`config.mk`:
```
export PLATFORM = sky130hd
export DESIGN_NAME = uart_irq_ident
export DESIGN_NICKNAME = d
export VERILOG_FILES = /design/src/rtl/uart_irq_pkg.sv /design/src/rtl/uart_irq_rx_cond.sv /design/src/rtl/uart_irq_thre_latch.sv /design/src/rtl/uart_irq_prio.sv /design/src/rtl/uart_irq_ident.sv
export SDC_FILE = /design/constraint.sdc
export NUM_CORES = 1
export LEC_CHECK = 0
export BUFFER_PORTS_ARGS = -buffer_cell sky130_fd_sc_hd__clkbuf_2
export CORE_AREA = 10 10 47 49
export DETAILED_ROUTE_END_ITERATION = 10
export DIE_AREA = 0 0 57 59
export GPL_ROUTABILITY_DRIVEN = 0
export GPL_TIMING_DRIVEN = 0
export HOLD_SLACK_MARGIN = 0.08
export PLACE_DENSITY_LB_ADDON = 0.08
export RECOVER_POWER = 50
export SLEW_MARGIN = 15
export SYNTH_ARGS = -nofsm -noshare
export SYNTH_HDL_FRONTEND = slang
export SYNTH_SLANG_ARGS = --single-unit
```
`constraint.sdc`:
```
create_clock -name clk -period 2.48 [get_ports clk]
set_clock_uncertainty 0.2 [all_clocks]
set_input_delay 0.372 -clock clk [delete_from_list [all_inputs] [get_ports clk]]
set_output_delay 0.372 -clock clk [all_outputs]
set_load 0.005 [all_outputs]
```
`src/rtl/uart_irq_pkg.sv`:
```
package uart_irq_pkg;
   typedef enum logic [3:0] {
      IRQ_NONE    = 4'h1,
      IRQ_TX_MT   = 4'h2,
      IRQ_RX_DATA = 4'h4,
      IRQ_LINE    = 4'h6,
      IRQ_TIMEOUT = 4'hC
   } irq_code_e;
endpackage

```
`src/rtl/uart_irq_rx_cond.sv`:
```
module uart_irq_rx_cond #(
   parameter int LVL_W = 5
) (
   input  logic             clk,
   input  logic             rst_n,
   input  logic             fifo_en,
   input  logic             timeout_cond,
   input  logic [LVL_W-1:0] rx_level,
   input  logic [LVL_W-1:0] rx_trigger,
   output logic             trig_hit,
   output logic             tmo_hit,
   output logic             not_empty
);
   always_comb begin
      not_empty = (rx_level != '0);
      if (fifo_en) trig_hit = (rx_level >= rx_trigger);
      else         trig_hit = not_empty;
      tmo_hit = fifo_en & timeout_cond;
   end


   trig_drop_chk: assert property (@(posedge clk) disable iff (!rst_n)
      (fifo_en && rx_level < rx_trigger) |-> !trig_hit);

   tmo_gate_chk: assert property (@(posedge clk) disable iff (!rst_n)
      !fifo_en |-> !tmo_hit);
endmodule

```
`src/rtl/uart_irq_thre_latch.sv`:
```
module uart_irq_thre_latch (
   input  logic clk,
   input  logic rst_n,
   input  logic tx_empty_cond,
   input  logic thr_wr,
   input  logic iir_rd,
   input  logic tx_reported,
   output logic pend
);
   logic prev_empty;
   logic rise, clr;

   always_comb begin
      rise = tx_empty_cond & ~prev_empty;
      clr  = thr_wr | (iir_rd & tx_reported) | ~tx_empty_cond;
   end

   always_ff @(posedge clk or negedge rst_n) begin
      if (!rst_n) begin
         prev_empty <= 1'b0;
         pend       <= 1'b0;
      end else begin
         prev_empty <= tx_empty_cond;
         if (clr)       pend <= 1'b0;
         else if (rise) pend <= 1'b1;
      end
   end


   thr_clear_chk: assert property (@(posedge clk) disable iff (!rst_n)
      thr_wr |=> !pend);

   rd_clear_chk: assert property (@(posedge clk) disable iff (!rst_n)
      (iir_rd && tx_reported) |=> !pend);

   set_on_rise_chk: assert property (@(posedge clk) disable iff (!rst_n)
      ($rose(tx_empty_cond) && !thr_wr && !(iir_rd && tx_reported)) |=> pend);
endmodule

```
`src/rtl/uart_irq_prio.sv`:
```
module uart_irq_prio
   import uart_irq_pkg::*;
(
   input  logic      clk,
   input  logic      rst_n,
   input  logic      ie_line_stat,
   input  logic      ie_rx_data,
   input  logic      ie_tx_empty,
   input  logic      line_stat_cond,
   input  logic      trig_hit,
   input  logic      tmo_hit,
   input  logic      tx_pend,
   output irq_code_e code,
   output logic      req
);
   always_comb begin
      if (ie_line_stat && line_stat_cond)  code = IRQ_LINE;
      else if (ie_rx_data && trig_hit)     code = IRQ_RX_DATA;
      else if (ie_rx_data && tmo_hit)      code = IRQ_TIMEOUT;
      else if (ie_tx_empty && tx_pend)     code = IRQ_TX_MT;
      else                                 code = IRQ_NONE;
      req = (code != IRQ_NONE);
   end


   line_top_chk: assert property (@(posedge clk) disable iff (!rst_n)
      (ie_line_stat && line_stat_cond) |-> (code == IRQ_LINE && req));

   polled_quiet_chk: assert property (@(posedge clk) disable iff (!rst_n)
      (!ie_line_stat && !ie_rx_data && !ie_tx_empty) |-> !req);

   tmo_tier_chk: assert property (@(posedge clk) disable iff (!rst_n)
      (code == IRQ_TIMEOUT) |-> !trig_hit);
endmodule

```
`src/rtl/uart_irq_ident.sv`:
```
module uart_irq_ident
   import uart_irq_pkg::*;
#(
   parameter int FIFO_DEPTH = 16,
   parameter bit OUT_REG    = 1'b0,
   parameter int LVL_W      = $clog2(FIFO_DEPTH + 1)
) (
   input  logic             clk,
   input  logic             rst_n,
   input  logic             fifo_en,
   input  logic             ie_rx_data,
   input  logic             ie_tx_empty,
   input  logic             ie_line_stat,
   input  logic             line_stat_cond,
   input  logic             timeout_cond,
   input  logic             tx_empty_cond,
   input  logic [LVL_W-1:0] rx_level,
   input  logic [LVL_W-1:0] rx_trigger,
   input  logic             iir_rd,
   input  logic             thr_wr,
   output logic             irq,
   output logic [7:0]       iir,
   output logic             data_ready
);
   localparam logic [1:0] FIFO_TAG = 2'b11;

   if (FIFO_DEPTH < 2) begin : g_bad_depth
      $error("uart_irq_ident: FIFO_DEPTH must be at least 2");
   end
   if (LVL_W < $clog2(FIFO_DEPTH + 1)) begin : g_bad_width
      $error("uart_irq_ident: LVL_W too narrow for FIFO_DEPTH");
   end

   logic      trig_hit, tmo_hit, tx_pend, tx_reported;
   irq_code_e code;
   logic      req;
   logic [7:0] iir_next;

   uart_irq_rx_cond #(.LVL_W(LVL_W)) u_rx (
      .clk(clk), .rst_n(rst_n), .fifo_en(fifo_en), .timeout_cond(timeout_cond),
      .rx_level(rx_level), .rx_trigger(rx_trigger),
      .trig_hit(trig_hit), .tmo_hit(tmo_hit), .not_empty(data_ready)
   );

   uart_irq_thre_latch u_thre (
      .clk(clk), .rst_n(rst_n), .tx_empty_cond(tx_empty_cond), .thr_wr(thr_wr),
      .iir_rd(iir_rd), .tx_reported(tx_reported), .pend(tx_pend)
   );

   uart_irq_prio u_prio (
      .clk(clk), .rst_n(rst_n), .ie_line_stat(ie_line_stat), .ie_rx_data(ie_rx_data),
      .ie_tx_empty(ie_tx_empty), .line_stat_cond(line_stat_cond),
      .trig_hit(trig_hit), .tmo_hit(tmo_hit), .tx_pend(tx_pend),
      .code(code), .req(req)
   );

   always_comb iir_next = {(fifo_en ? FIFO_TAG : 2'b00), 2'b00, code};

   if (OUT_REG) begin : g_reg_out
      always_ff @(posedge clk or negedge rst_n) begin
         if (!rst_n) begin
            iir <= {4'h0, IRQ_NONE};
            irq <= 1'b0;
         end else begin
            iir <= iir_next;
            irq <= req;
         end
      end
   end else begin : g_comb_out
      always_comb begin
         iir = iir_next;
         irq = req;
      end
   end

   always_comb tx_reported = (iir[3:0] == IRQ_TX_MT);


   fifo_tag_chk: assert property (@(posedge clk) disable iff (!rst_n)
      (iir[5:4] == 2'b00) && (iir[0] == !irq));

   ready_chk: assert property (@(posedge clk) disable iff (!rst_n)
      data_ready == (rx_level != '0));
endmodule

```
==> flow_metrics.tcl <==
set metrics [dict create \
    status "finished, final reports clean" \
    first_iter_violations 4 \
    fin_crit_sh_pct 97.5 \
    antenna_found_initial 0 \
    htreeDepth 1 \
    antenna_left 0 \
    ir_drop_v 0.000304 \
    final_cells 97 \
    ys_ff_latch 2 \
    fillers 167 \
    num_antenna_cells 0 \
    avgRoutedWirePerCell_um 12.2 \
    clock_latency_ns 0.22 \
    setup_viol 0 \
    synth_cell_type_count 25 \
    numCtsBuffers 3 \
    synthCells 46 \
    core_area_um2 1400 \
    dieArea_um2 3360 \
    criticalPathCategory "in -> out" \
    end_kind "primary output" \
    die_x_um 57 \
    hold_class "in -> async" \
    stdcell_area_um2 611 \
    synth_top_area_share_pct 17.2 \
    holdWs_ns 0.268 \
    worstPathRequired_ns 1.91 \
    fin_setup_tns_ns 0 \
    dp_slack_ns -0.0460 \
    final_nets 109 \
    synth_edf_count 0 \
    synth_seq_area_share_pct 13.7 \
    path_cells "clkbuf_2 -> inv_2 -> ha_4 -> nand2b_4 -> a2111o_1 -> a31o_1 -> a41oi_2 -> buf_2" \
    hold_viol 0 \
    slew_viol_final 0 \
    io_pins 31 \
    grt_pass1_wl_mm 2.10 \
    path_max_fanout 3 \
    rows 14 \
    die_h_um 59 \
    p_per_area_nw_per_um2 315 \
    netlist_top_cells_count "ha_1, inv_1, buf_4, nand2b_1, nand2_1" \
    seq_area_um2 50.0 \
    synthFlopType "dfrtp_1" \
    cts_root_buffer "clkbuf_4" \
    start_kind "primary input" \
    cp_data_arrival_time_ns 1.85 \
    max-cap-violations 0 \
    syn2layout_area_growth_pct 67.7 \
    clk_pin_slew_ns 0.03 \
    clk_path_buf_depth 2 \
    multi_input_area_um2 304 \
    async_reset_ff_share_pct 100 \
    io_buffers 28 \
    cts_tree "done" \
    placed_area_um2 528 \
    drt_wl_total_mm 1.19 \
    max_freq_ghz 0.413 \
    layout-drive-gt1-share_pct 49.4 \
    crit_family "compound AO/OA/AOI/OAI gates" \
    grt-ovfl-total 0 \
    via_count 440 \
    start_util_pct 26.0 \
    syn_avg_cell_area_um2 7.92 \
    worst_path_max_delay_cell "a2111o_1" \
    firstDrtPassIters 3 \
    grt_pass1_vias 526 \
    drc 0 \
    period_minus_slack_ns 2.42 \
    worst_slack_ns 0.0612 \
    cts_sinks 2 \
    slowest_delay_ns 0.46 \
    synth_area_um2 364 \
    vias_per_cell 4.54 \
    synth.area.top_cells "ha_1, dfrtp_1, buf_4, nand2b_1, inv_1" \
    critPathBufInv 3 \
    leakage_nw 0.329 \
    grt_max_degree 7 \
    place_inst 91 \
    yosysTopAreaCell "ha_1" \
    ys_warn_count 0 \
    track_usage_pct 7.29 \
    place_hpwl_mm 1.00 \
]
[through the flow]
stage | util [%] | power (mW)
finish | 43.6 | 0.192
global route | 43.6 | 0.212
CTS | 41.7 | 0.189
detailed placement | 37.7 | 0.108
global placement | 37.7 | 0.107
floorplan | - | 0.0740
[per-layer routing]
metal / GRT usage, % / share of wire [%] / vias up / routed length [um]
li1: - / - / 233 / -
met3: 4.08 / 12 / 0 / 138
met4: 2.01 / 0 / 0 / 0
met1: 8.51 / 43 / 185 / 511
met5: 0 / 0 / - / 0
met2: 11.2 / 45 / 22 / 538
[cells in the final DEF (no fill, tap or decap), types with 2 or more instances in the layout]
master         synthesis  routed
buf_2                  0       2
buf_4                  4       4
clkbuf_1               0       2
clkbuf_2               0      24
clkbuf_4               0       4
conb_1                 1       2
dfrtp_1                2       2
dlygate4sd3_1          0       2
ha_1                   5       4
inv_1                  5       4
nand2_1                3       3
nand2b_1               4       3
nand3_1                2       2
o211ai_1               2       2
o21ai_0                2       2
[repair_timing]
| item | 4_1_cts | 5_1_grt |
|---|---|---|
| hold buffers | 2 | 0 |
| hold endpoints to repair | 3 | 0 |
| endpoints found under the setup margin | 5 | 4 |
| pin swaps | 2 | 5 |
| cloned | 0 | 0 |
| setup buffers | 1 | 0 |
| resized for setup | 1 | 6 |
[worst paths after layout]
| path | startpoint | end | slack (ns) | depth (start not counted) |
|---|---|---|---|---|
| max in group asynchronous | rst_n | u_thre.prev_empty$_DFF_PN0_ | 1.68 | 2 |
| max reg2reg | u_thre.pend$_DFFE_PN0P_ | u_thre.pend$_DFFE_PN0P_ | 1.24 | 4 |
| max | rx_level[0] | iir[1] | 0.06 | 8 |
| min | rst_n | u_thre.pend$_DFFE_PN0P_ | 0.27 | 2 |
| min reg2reg | u_thre.prev_empty$_DFF_PN0_ | u_thre.pend$_DFFE_PN0P_ | 0.51 | 4 |
| min in group clk | thr_wr | u_thre.pend$_DFFE_PN0P_ | 0.30 | 4 |
[report_power, final]
part,total [mW],leakage [nW],switching [mW],internal (mW)
registers,0.0355,0.0250,0.000964,0.0345
logic,0.0857,0.290,0.0390,0.0467
clock network,0.0709,0.0138,0.0176,0.0533
total,0.192,0.329,0.0575,0.135
[cells by family (layout without fill, tap and decap cells)]
logic type	count (synthesis)	count (layout)	share of synthesized area [%]
AOI/OAI and AO/OA	13	13	29.2
DFF	2	2	13.7
adders and majority gates	5	5	17.2
buffers and inverters	9	43	13.4
other	1	2	1.03
and+or+nand+nor	16	16	25.4
[layout make-up]
class,instances,area share (%)
Buffer,4,4.92
Clock buffer,3,3.69
Inverter,5,3.07
Multi-Input combinational cell,36,49.8
Sequential cell,2,8.20
Tap cell,16,3.28
Timing Repair Buffer,31,27.0
[sequential cells by signal, indices dropped and copies added, names as in the netlist]
name and count:
u_thre.pend 1, u_thre.prev_empty 1
(Power assumes the default switching activity.)
